<file path="config.mk">
export PLATFORM = sky130hd
export DESIGN_NAME = fsk_carrier_qualifier
export DESIGN_NICKNAME = d
export VERILOG_FILES = /design/src/rtl/fcq_pkg.sv /design/src/rtl/fcq_tick_div.sv /design/src/rtl/fcq_gap_mon.sv /design/src/rtl/fcq_ms_count.sv /design/src/rtl/fcq_fsm.sv /design/src/rtl/fsk_carrier_qualifier.sv
export SDC_FILE = /design/constraint.sdc
export NUM_CORES = 1
export LEC_CHECK = 0
export ABC_AREA = 1
export ABC_CLOCK_PERIOD_IN_PS = 3950
export BUFFER_PORTS_ARGS = -buffer_cell sky130_fd_sc_hd__buf_2
export CAP_MARGIN = 15
export CORE_MARGIN = 2
export CORE_UTILIZATION = 45
export DETAILED_ROUTE_END_ITERATION = 10
export GPL_TIMING_DRIVEN = 0
export PLACE_DENSITY = 0.72
export SLEW_MARGIN = 10
export SYNTH_ARGS = -nofsm -noshare
export SYNTH_HDL_FRONTEND = slang
export SYNTH_SLANG_ARGS = --single-unit
</file>
<file path="constraint.sdc">
create_clock -name clk -period 3.95 [get_ports clk]
set_input_delay 0.79 -clock clk [delete_from_list [all_inputs] [get_ports clk]]
set_output_delay 0.79 -clock clk [all_outputs]
set_load 0.03 [all_outputs]
</file>
<file path="src/rtl/fcq_pkg.sv">
// Package: shared types for the FSK carrier qualifier.
// Assumes nothing beyond IEEE 1800-2017 enum support.
package fcq_pkg;

    // One-hot state encoding so legality can be checked with a single onehot test.
    typedef enum logic [2:0] {
        ST_IDLE = 3'b001,
        ST_QUAL = 3'b010,
        ST_DET  = 3'b100
    } fcq_state_t;

endpackage

</file>
<file path="src/rtl/fcq_tick_div.sv">
// Millisecond tick divider.
// Produces a one-cycle tick every DIV clocks. A clear input restarts the phase
// so that the next tick comes exactly DIV cycles after the clearing edge.
// Assumes DIV >= 2.
module fcq_tick_div #(
    parameter int DIV = 3580
) (
    input  logic clk,
    input  logic rst_n,
    input  logic clr,
    output logic tick
);
    localparam int W = (DIV > 1) ? $clog2(DIV) : 1;
    localparam logic [W-1:0] LAST = W'(DIV - 1);

    logic [W-1:0] phase;

    // Tick when the phase counter reaches its final value.
    always_comb tick = (phase == LAST);

    // Advance the phase, wrapping on tick and restarting on clear.
    always_ff @(posedge clk) begin
        if (!rst_n || clr || tick) phase <= '0;
        else                       phase <= phase + 1'b1;
    end
endmodule

</file>
<file path="src/rtl/fcq_gap_mon.sv">
// Activity gap monitor.
// Counts edges since the last activity strobe, saturating at LIMIT.
// gap_long is high once LIMIT edges have passed with no strobe.
// Assumes LIMIT >= 1.
module fcq_gap_mon #(
    parameter int LIMIT = 2983
) (
    input  logic clk,
    input  logic rst_n,
    input  logic clr,
    input  logic stb,
    output logic gap_long
);
    localparam int W = $clog2(LIMIT + 1);
    localparam logic [W-1:0] SAT = W'(LIMIT);

    logic [W-1:0] since;

    // Flag saturation of the quiet counter.
    always_comb gap_long = (since == SAT);

    // Restart on strobe or clear, otherwise count up to saturation.
    always_ff @(posedge clk) begin
        if (!rst_n || clr || stb) since <= '0;
        else if (since != SAT)    since <= since + 1'b1;
    end
endmodule

</file>
<file path="src/rtl/fcq_ms_count.sv">
// Millisecond counter shared by the qualify and release timers.
// Counts ticks, saturating at MAX. Clear has priority over counting.
// Assumes MAX >= 1.
module fcq_ms_count #(
    parameter int MAX = 10
) (
    input  logic                       clk,
    input  logic                       rst_n,
    input  logic                       clr,
    input  logic                       tick,
    output logic [$clog2(MAX+1)-1:0]   count
);
    localparam int W = $clog2(MAX + 1);
    localparam logic [W-1:0] TOP = W'(MAX);

    // Count ticks, clear on request, hold at the top value.
    always_ff @(posedge clk) begin
        if (!rst_n || clr)             count <= '0;
        else if (tick && count != TOP) count <= count + 1'b1;
    end
endmodule

</file>
<file path="src/rtl/fcq_fsm.sv">
// Qualification state machine.
// Idle -> qualifying on a strobe; qualifying -> detected after QUAL_MS ticks
// with no long gap; detected -> idle after REL_MS ticks with no strobe.
// Drives the clears of the tick divider and the millisecond counter.
// Assumes QUAL_MS >= 1 and REL_MS >= 1.
module fcq_fsm
    import fcq_pkg::*;
#(
    parameter int QUAL_MS = 8,
    parameter int REL_MS  = 10,
    parameter int CW      = 4
) (
    input  logic            clk,
    input  logic            rst_n,
    input  logic            stb,
    input  logic            pwr_dn,
    input  logic            tick,
    input  logic            gap_long,
    input  logic [CW-1:0]   ms_cnt,
    output fcq_state_t      state,
    output logic            div_clr,
    output logic            ms_clr
);
    localparam logic [CW-1:0] QUAL_LAST = CW'(QUAL_MS - 1);
    localparam logic [CW-1:0] REL_LAST  = CW'(REL_MS - 1);

    fcq_state_t nxt;
    logic       qual_done;
    logic       rel_done;

    // Timer end conditions, each fires on the tick that completes its span.
    always_comb begin
        qual_done = tick && (ms_cnt == QUAL_LAST);
        rel_done  = tick && (ms_cnt == REL_LAST);
    end

    // Next-state decision, power-down first.
    always_comb begin
        nxt = state;
        if (pwr_dn) begin
            nxt = ST_IDLE;
        end else begin
            unique case (state)
                ST_IDLE: if (stb) nxt = ST_QUAL;
                ST_QUAL: begin
                    if (gap_long && !stb) nxt = ST_IDLE;
                    else if (qual_done)   nxt = ST_DET;
                end
                ST_DET:  if (!stb && rel_done) nxt = ST_IDLE;
                default: nxt = ST_IDLE;
            endcase
        end
    end

    // Timer restarts: phase on each start or reload, count whenever idle or reloaded.
    always_comb begin
        div_clr = pwr_dn
               || (state == ST_IDLE && stb)
               || (state == ST_DET  && stb);
        ms_clr  = pwr_dn
               || (state == ST_IDLE)
               || (state == ST_QUAL && nxt != ST_QUAL)
               || (state == ST_DET  && stb);
    end

    // State register with synchronous reset.
    always_ff @(posedge clk) begin
        if (!rst_n) state <= ST_IDLE;
        else        state <= nxt;
    end
endmodule

</file>
<file path="src/rtl/fsk_carrier_qualifier.sv">
// FSK carrier qualifier, top level.
// Turns a per-sample activity strobe into a debounced carrier flag: it is
// asserted after sustained activity and released after a quiet interval.
// Assumes act_stb is synchronous to clk and one cycle wide per event.
module fsk_carrier_qualifier
    import fcq_pkg::*;
#(
    parameter int CYC_PER_MS = 3580,
    parameter int QUAL_MS    = 8,
    parameter int REL_MS     = 10,
    parameter int BIT_CYCLES = 2983
) (
    input  logic clk,
    input  logic rst_n,
    input  logic act_stb,
    input  logic pwr_dn,
    output logic cd_n,
    output logic carrier_ok
);
    localparam int MS_MAX = (QUAL_MS > REL_MS) ? QUAL_MS : REL_MS;
    localparam int CW     = $clog2(MS_MAX + 1);

    logic          tick;
    logic          gap_long;
    logic          div_clr;
    logic          ms_clr;
    logic [CW-1:0] ms_cnt;
    logic          stb_live;
    fcq_state_t    state;

    // Strobes are ignored while powered down.
    always_comb stb_live = act_stb && !pwr_dn;

    fcq_tick_div #(.DIV(CYC_PER_MS)) u_div (
        .clk   (clk),
        .rst_n (rst_n),
        .clr   (div_clr),
        .tick  (tick)
    );

    fcq_gap_mon #(.LIMIT(BIT_CYCLES)) u_gap (
        .clk      (clk),
        .rst_n    (rst_n),
        .clr      (pwr_dn),
        .stb      (stb_live),
        .gap_long (gap_long)
    );

    fcq_ms_count #(.MAX(MS_MAX)) u_ms (
        .clk   (clk),
        .rst_n (rst_n),
        .clr   (ms_clr),
        .tick  (tick),
        .count (ms_cnt)
    );

    fcq_fsm #(.QUAL_MS(QUAL_MS), .REL_MS(REL_MS), .CW(CW)) u_fsm (
        .clk      (clk),
        .rst_n    (rst_n),
        .stb      (stb_live),
        .pwr_dn   (pwr_dn),
        .tick     (tick),
        .gap_long (gap_long),
        .ms_cnt   (ms_cnt),
        .state    (state),
        .div_clr  (div_clr),
        .ms_clr   (ms_clr)
    );

    // Output flags: power-down forces the inactive level at once.
    always_comb begin
        cd_n       = pwr_dn || (state != ST_DET);
        carrier_ok = !cd_n;
    end
endmodule

</file>
Yosys cells after proc, flatten, opt, wreduce, memory -nomap -nowiden
Index checks and enable logic that the tools add are counted.
- $mul: 0
- $add $sub $neg: 3
- bitwise logic cells: 0
- order comparisons: 0
- shift-type cells: 0
- divide/modulo/power cells: 0
- reduce and logical (&&, ||, !) cells: 24
- muxes and demuxes: 6
- equal/unequal tests: 11
- operators with widths (kind ; count):
    12-bit by 1-bit adder with 12-bit output, second input constant ; 2
    12-bit equality test, second input constant ; 2
    3-bit two-way mux ; 5
    12-bit inequality test, second input constant ; 1
    1-bit logical OR ; 11
    1-bit logical AND ; 9
    3-bit one-hot mux with 3 select lines ; 1
    4-bit by 1-bit adder with 4-bit output, second input constant ; 1
    4-bit by 3-bit equality test with 1-bit output, second input constant ; 1
    4-bit equality test, second input constant ; 1
    1-bit zero test ; 4
    4-bit inequality test, second input constant ; 1
    3-bit by 1-bit equality test with 1-bit output, second input constant ; 1
    3-bit by 2-bit equality test with 1-bit output, second input constant ; 1
    3-bit equality test, second input constant ; 1
    3-bit by 2-bit inequality test with 1-bit output, second input constant ; 1
    3-bit inequality test, second input constant ; 1
- memories kept: 0
- register bits after elaboration: 31
- ROM bits: 0
- input bits: 4
- output and inout bits: 2
- latch bits: 0
- RAM bits: 0

Longest topological paths before layout
Gate-level depths: netlist of the first run.
- word-level depth: 12
- mapped depth: 10

Cells and area by module
From an unflattened synthesis of the first run, not the netlist that was laid out.
- cells, all modules: 276
- area total of the unflattened synthesis: 1811.7 µm²
- modules (own cells, without submodules) (module ; area an instance (µm²) ; cells an instance ; sequential area each (µm²) ; times used):
    fcq_gap_mon ; 686.9 ; 102 ; 240.2 ; 1
    fcq_tick_div ; 573.0 ; 78 ; 240.2 ; 1
    fcq_fsm ; 264.0 ; 47 ; 60.1 ; 1
    fcq_ms_count ; 242.7 ; 37 ; 80.1 ; 1
    fsk_carrier_qualifier ; 45.0 ; 12 ; 0.0 ; 1

Least setup slack after synthesis of the first run
OpenSTA, ideal clock, no wires.
- path type: input to output
- start point: input port pwr_dn
- end point: output port cd_n
- required time: 3160 ps
- data arrival time: 1569 ps
- stages: 2
- setup slack: 1591 ps
- cells stage by stage: nor2_1 > inv_1
- word-level cells in the longest chain between the ends: 1
- ends and longest elaborated chain (item ; RTL line ; RTL):
    from (decl) ; fsk_carrier_qualifier.sv:16 ; input logic pwr_dn,
    1-bit logical OR ; fsk_carrier_qualifier.sv:72 ; cd_n = pwr_dn || (state != ST_DET);
    to (decl) ; fsk_carrier_qualifier.sv:17 ; output logic cd_n,
No other way between the ends.

Final worst setup path of the first run
- start point: input port pwr_dn
- end point: output port carrier_ok
- word-level cells in the longest chain between the ends: 2
- ends and longest elaborated chain (item ; RTL line ; RTL):
    1-bit logical OR ; fsk_carrier_qualifier.sv:72 ;
    1-bit zero test ; fsk_carrier_qualifier.sv:73 ; carrier_ok = !cd_n;
    to (decl) ; fsk_carrier_qualifier.sv:18 ; output logic carrier_ok
No other way between the ends.

==> impl_results.md, run 1 <==
* Status: completed
* Met3 Resource Use GR at about 6.3%
* Worst Hold Class: reg -> reg
* Vias/cell at between 4 and 5
* Clk pin slew, worst setup/hold paths at approximately 0.06 ns
* 1st-pass router iterations at 4
* Data arrival, critical path at around 1.3 ns
* CP Class: in -> out
* CTS tree: done
* Area of the core at ~3600 sq um
* Clock sink count at 31
* Antenna violations before repair at 0
* Vias in the first global route at about 1200
* Sequential-to-total area share from yosys stat at 37.5%
* Maximum vdd ir drop at ~0.22 mV
* Final setup vio count at 0
* Footprint of the multi-input gates at ~880 sq um
* Tightest Pin Transition at ~0.37 ns
* Post-synth top flop: dfxtp_1
* Ports at 6
* Worst rel slew slack at between 70 and 80%
* # rows at 22
* WL/cell at just under 10 um
* GR peak layer: met2
* Post-Synthesis Cells at about 230
* Pre-CTS setup slack at between 1.5 and 2 ns
* Max Freq at roughly 480 MHz
* Slew Limit Fails at 0
* Min Tclk post-route at 2.09 ns
* Final period util at between 50% and 60%
* Number of setup buffers added after CTS at 0
* #FFs+latches synth at 31
* Detailed Route Iter0 Violations at roughly 60
* Yosys warns at 0
* Syn_nets at 234
* Critical path required time at approximately 3.2 ns
* Yosys cell types at 28
* Flip-flop and latch area at ~620 sq um
* Leak at about 0.64 nW
* Final hold violation count at 0
* Total gr overflow at 0
* Ranking of synthesized cells by area: dfxtp_1, nand2_1, inv_1
* Final worst slack at 1.86 ns
* IO buf count at 5
* Total number of vias at 1402
* Crit-path max FO at 4
* DP Cell Count at ~280
* Count leader, synth: nand2_1
* Clk buf depth at 2
* DRC Markers at 0
* Nets at approximately 250
* Chip width at ~65 um
* Clock Tree Root: clkbuf_8
* Post-synth top area share at a little under two fifths
* GRT met2 Usage at between 20% and 30%
* HPWL after DPL at about 2100 um
* Reg2Reg Setup Slack at around 2.3 ns
* CP Launch Type: input pin
* Critical Path End Type: primary output
* EDFF count, synth at 0
* Final Non-Filler Cells at between 200 and 300
* Syn Area/Cell at 7.35 sq um
* Netlist Area Pre-Place at ~1700 sq um
* Unrepaired setup endpoints after global routing: no
* Skew final at between 0.007 and 0.008 ns
* Asr flop ratio synth at 0%
* N_diodes at 0
* Area delta synth->final at 12.3%
* First-pass GRT wire length at a little under 5000 um
* CTS Hold Buffers Added at 0
* Largest net degree at the start of global routing at 11
* Share of layout cells above drive strength 1 at about 17%
* Pwr per Cell Area at about 350 nW/um^2
* Post-CTS Resized at 0
* Initial core utilization at a little under half
* WL final at between 2000 and 3000 um
* Die ar. at approximately 4200 sq um
* Antenna viol nets, final at 0
* M1 GR Usage at between 10% and 20%
* Post-synth top area cell: dfxtp_1
* # fillers at roughly 350
* Gpl congestion at around 0.78
* Htree depth at 2
* Max Cap Viol at 0
* Die H at between 60 and 70 um
* Synth cell count leaders: nand2_1, inv_1, dfxtp_1, nor2_1, a21oi_1
* Clock latency on the worst-skew pair at around 0.29 ns
* GRT Total Usage at ~15%
* Total CTS buffers at 5
* Fin Setup TNS at 0 ns
## final timing paths
check                                                  from                          to  cells past startpoint
worst min register to register    u_div.phase[0]$_SDFF_PP0_   u_div.phase[0]$_SDFF_PP0_                      1
worst max-delay path                                 pwr_dn                  carrier_ok                      3
worst min-delay path              u_div.phase[0]$_SDFF_PP0_   u_div.phase[0]$_SDFF_PP0_                      1
worst max register to register  u_gap.since[0]$_SDFFE_PP0P_  u_ms.count[2]$_SDFFE_PP0P_                     10
## report_power, final
group	internal [mW]	switching, mW	leakage (nW)
clock network	0.204	0.118	0.0612
registers	0.315	0.00173	0.250
logic	0.00554	0.0119	0.331
## cells by family after synthesis
family / synth area share (%)
and+or+nand+nor: 37.6
AOI/OAI and AO/OA: 8.40
DFF: 37.5
adders and majority gates: 3.79
xor gates and xnor gates: 3.71
buffers and inverters: 8.93
## state kept, by name (all words and copies together), names as in the netlist
signal       flops
u_fsm.state      3
u_div.phase     12
u_ms.count       4
u_gap.since     12
## cell type report
class,count,area share [%]
clock buffers,6,4.45
flip-flops and latches,31,33.4
multi-input cells,155,47.7
plain buffers,1,0.270
inverters,38,7.69
clock inverters,2,1.89
well taps,48,3.24
repair buffers,5,1.35
## per-layer routing
| metal | part of all wire, % | vias up |
|---|---|---|
| li1 | - | 756 |
| met1 | 48 | 627 |
| met2 | 47 | 13 |
| met3 | 3.5 | 6 |
| met4 | 1.6 | 0 |
| met5 | 0 | - |
## through the flow
step	total power, mW	hold slack [ns]	util [%]	cell area (sq um)
global placement	0.341	0.431	48.2	1740
CTS	0.667	0.454	51.5	1860
global route	0.681	0.470	51.5	1860
detailed placement	0.341	0.436	48.2	1740
finish	0.656	0.447	51.5	1860
floorplan	0.336	0.418	-	1650
## placed cells by master (no fill, tap or decap), drive strengths merged
cell | Yosys | routed
clkbuf | 0 | 6
o21ai | 8 | 8
nor3 | 9 | 9
or2 | 4 | 4
nor2 | 36 | 36
nor4 | 1 | 1
nand3b | 1 | 1
buf | 1 | 6
xor2 | 7 | 7
nand2 | 40 | 40
a31oi | 1 | 1
nor3b | 4 | 4
clkinv | 0 | 1
ha | 5 | 5
dfxtp | 31 | 31
nand3 | 13 | 13
inv | 38 | 38
a21oi | 15 | 15
bufinv | 0 | 1
o2111ai | 2 | 2
nand4 | 9 | 9
## worst max-delay path, cell delays in order
cell and delay, ns:
buf_2 0.12, nor2_1 0.16, buf_2 0.23
(Power assumes the default switching activity.)
==> run 2, diff against run 1 <==
Settings changed: ABC_AREA 1 to 0, ABC_CLOCK_PERIOD_IN_PS 3950 to 1700, PLACE_DENSITY 0.72 to 0.75.
Clock period 3.95 ns to 1.7 ns, I/O delays scaled along.
==> impl_results.md, run 2 <==
* Min Tclk post-route at 1.66 ns
* Total gr overflow at 0 (unchanged)
* Final setup vio count at 0 (unchanged)
* CP Class: reg -> reg (was in -> out)
* Tightest Pin Transition at 0.430 ns (was 0.369 ns)
* Clk buf depth at 2 (unchanged)
* Final hold violation count at 0 (unchanged)
* Area of the core at 3100 sq um (was 3610 sq um)
* Sequential-to-total area share from yosys stat at 41.5% (was 37.5%)
* #FFs+latches synth at 31 (unchanged)
* DP Cell Count at 225 (was 278)
* Asr flop ratio synth at 0% (unchanged)
* Vias in the first global route at 1084 (was 1230)
* Final Non-Filler Cells at 243 (was 286)
* IO buf count at 5 (unchanged)
* Reg2reg start: u_div.phase[10]$_SDFF_PP0_ (was u_gap.since[0]$_SDFFE_PP0P_)
* Share of layout cells above drive strength 1 at 24.1% (was 17.2%)
* Pwr per Cell Area at 699 nW/um^2 (was 354 nW/um^2)
* CP Launch Type: flip-flop (was input pin)
* Ranking of synthesized cells by area: dfxtp_1, nor2_1, xor2_1 (was dfxtp_1, nand2_1, inv_1)
* Critical path required time at 1.93 ns (was 3.16 ns)
* Ports at 6 (unchanged)
* Vias/cell at 5.12 (was 4.90)
* Worst Hold Class: in -> reg (was reg -> reg)
* First-pass GRT wire length at 4570 um (was 4810 um)
* N_diodes at 0 (unchanged)
* Status: completed (unchanged)
* Antenna violations before repair at 0 (unchanged)
* GRT Total Usage at 16.5% (was 14.8%)
* Syn_nets at 185 (was 234)
* Clock Tree Root: clkbuf_4 (was clkbuf_8)
* Clock latency on the worst-skew pair at 0.33 ns (was 0.29 ns)
* Worst Reg2Reg Path Length in Cells at 7 (was 10)
* Worst setup startpoint: u_div.phase[10]$_SDFF_PP0_ (was pwr_dn)
* Synth cell count leaders: nor2_1, dfxtp_1, xor2_1, nand3_1, nand2_1 (was nand2_1, inv_1, dfxtp_1, nor2_1, a21oi_1)
* Nets at 207 (was 246)
* Count leader, synth: nor2_1 (was nand2_1)
* Worst rel slew slack at 71.4% (was 75.2%)
* Skew final at 0.0147 ns (was 0.00733 ns)
* Netlist Area Pre-Place at 1500 sq um (was 1650 sq um)
* Die ar. at 3800 sq um (was 4170 sq um)
* Final period util at between 90% and 100%
* Post-synth top area share at 41.5% (was 37.5%)
* # rows at 20 (was 22)
* Crit-path max FO at 7 (was 4)
* WL/cell at 12.1 um (was 9.68 um)
* Post-synth top area cell: dfxtp_1 (unchanged)
* Met3 Resource Use GR at 6.30% (was 6.25%)
* Critical Path End Type: flip-flop (was primary output)
* EDFF count, synth at 0 (unchanged)
* GR peak layer: met2 (unchanged)
* Clk pin slew, worst setup/hold paths at 0.10 ns (was 0.06 ns)
* Total CTS buffers at 5 (unchanged)
* Leak at 0.636 nW (was 0.642 nW)
* Cell area after layout at 1820 sq um (was 1860 sq um)
* 1st-pass router iterations at 4 (unchanged)
* Worst hold stages at 3 (was 1)
* Post-synth top flop: dfxtp_1 (unchanged)
* Area delta synth->final at 21.9% (was 12.3%)
* Hold Crit Start: pwr_dn (was u_div.phase[0]$_SDFF_PP0_)
* GRT met2 Usage at 24.7% (was 24.9%)
* Clock sink count at 31 (unchanged)
* Placed instance area at 1580 sq um (was 1740 sq um)
* Commonest cells after routing, fill and taps aside: nor2_1, dfxtp_1, xor2_1 (was nand2_1, inv_1, dfxtp_1)
* Htree depth at 2 (unchanged)
* WL final at 2930 um (was 2770 um)
* WHS Endpoint: u_fsm.state[0]$_SDFF_PN1_ (was u_div.phase[0]$_SDFF_PP0_)
* Gpl congestion at 0.833 (was 0.782)
* # fillers at 280 (was 354)
* DRC Markers at 0 (unchanged)
* Worst r2r dst: u_fsm.state[1]$_SDFF_PN0_ (was u_ms.count[2]$_SDFFE_PP0P_)
* Syn Area/Cell at 8.50 sq um (was 7.35 sq um)
* Maximum vdd ir drop at 0.473 mV (was 0.219 mV)
* Reg2Reg Setup Slack at 0.04 ns (was 2.29 ns)
* HPWL after DPL at 1770 um (was 2110 um)
* Total power at 1.28 mW (was 0.656 mW)
* M1 GR Usage at 21.3% (was 16.7%)
* CTS tree: done (unchanged)
* Largest net degree at the start of global routing at 11 (unchanged)
* Antenna viol nets, final at 0 (unchanged)
* Chip width at 61.7 um (was 64.6 um)
* Largest registers: u_div.phase (12), u_gap.since (12), u_ms.count (4) (unchanged)
* CTS Hold Buffers Added at 0 (unchanged)
* Commonest non-fill, non-tap cell in the layout: nor2_1 (was nand2_1)
* Post-Synthesis Cells at 176 (was 225)
* Data arrival, critical path at 1.89 ns (was 1.30 ns)
* Yosys cell types at 34 (was 28)
* Slew Limit Fails at 0 (unchanged)
* Die H at 61.7 um (was 64.6 um)
* Max Freq at between 600 and 700 MHz
* Yosys warns at 0 (unchanged)
* Detailed Route Iter0 Violations at 66 (was 59)
* Initial core utilization at 48.2% (was 45.8%)
* Max Cap Viol at 0 (unchanged)
* Total number of vias at 1243 (was 1402)
[run 2: cell types whose count changed after synthesis, sizes merged, moves of 3 or more]
cell | before | now
xor2 | 7 | 14
a21oi | 15 | 5
nor2b | 0 | 4
xnor2 | 0 | 9
nand2b | 0 | 5
o21ai | 8 | 2
nand4 | 9 | 3
nor3 | 9 | 5
clkbuf | 0 | 3
nor3b | 4 | 0
nand2 | 40 | 13
inv | 38 | 7
[run 2: power breakdown]
group	total (mW)	switching, mW	internal (mW)
clock	0.487	0.243	0.243
sequential	0.730	0.00351	0.727
combinational	0.0585	0.0302	0.0283
total	1.28	0.277	0.998
[run 2: per-layer routing]
metal	up-vias	wire length, um	part of all wire (%)
met5	-	0	0
met1	579	1330	45
met4	0	27	0.92
met3	8	125	4.3
met2	21	1450	50
li1	635	-	-
[run 2: how the worst max path moves through the flow]
stage	end	slack, ns	depth (start not counted)
6_report	u_fsm.state[1]$_SDFF_PN0_	0.04	7
5_1_grt	u_fsm.state[1]$_SDFF_PN0_	-0.01	7
4_1_cts	u_ms.count[1]$_SDFFE_PP0P_	-0.04	6
3_5_place_dp	u_div.phase[11]$_SDFF_PP0_	-0.13	7
3_3_place_gp	u_div.phase[5]$_SDFF_PP0_	-0.12	7
2_1_floorplan	u_div.phase[10]$_SDFF_PP0_	0.07	7
[run 2: repair_timing]
action                                  in CTS  in global routing
endpoints found under the setup margin      18                 24
gates cloned                                 0                  1
pin swaps                                    5                  3
gates resized for setup                     15                 15
setup buffers                                6                  4
[run 2: metrics by stage]
| step | utilization [%] | setup TNS, ns | hold slack, ns | setup slack (ns) |
|---|---|---|---|---|
| finish | 58.8 | 0 | 0.309 | 0.0434 |
| floorplan | - | 0 | 0.418 | 0.0680 |
| global placement | 50.8 | -1.48 | 0.432 | -0.122 |
| detailed placement | 50.8 | -1.53 | 0.442 | -0.132 |
| global route | 58.8 | -0.0382 | 0.295 | -0.0128 |
| CTS | 55.5 | -0.119 | 0.286 | -0.0385 |
[run 2: worst max-delay path, cell delays in order, from the launching register on]
cell and delay (ns):
dfxtp_1 0.37, nor4bb_1 0.35, and4_1 0.26, buf_6 0.13, buf_4 0.11, nand2_1 0.05
a31oi_1 0.23, nor2_1 0.06
[run 2: cells by family after synthesis]
| logic type | count (synthesis) | share of synthesized area (%) |
|---|---|---|
| compound gates | 13 | 5.60 |
| simple gates | 92 | 31.6 |
| buf+inv | 11 | 3.01 |
| mux | 1 | 0.669 |
| flops | 31 | 41.5 |
| xor+xnor | 23 | 13.5 |
| fa+ha+maj | 5 | 4.18 |
[run 2: layout make-up]
cell class                      instances  area [sq um]  area share [%]
Multi-Input combinational cell        134           868            47.6
Sequential cell                        31           638            35.0
Timing Repair Buffer                   16           138            7.54
Clock buffer                            8          68.8            3.77
Tap cell                               44          55.1            3.02
Buffer                                  3          30.0            1.65
Inverter                                7          26.3            1.44
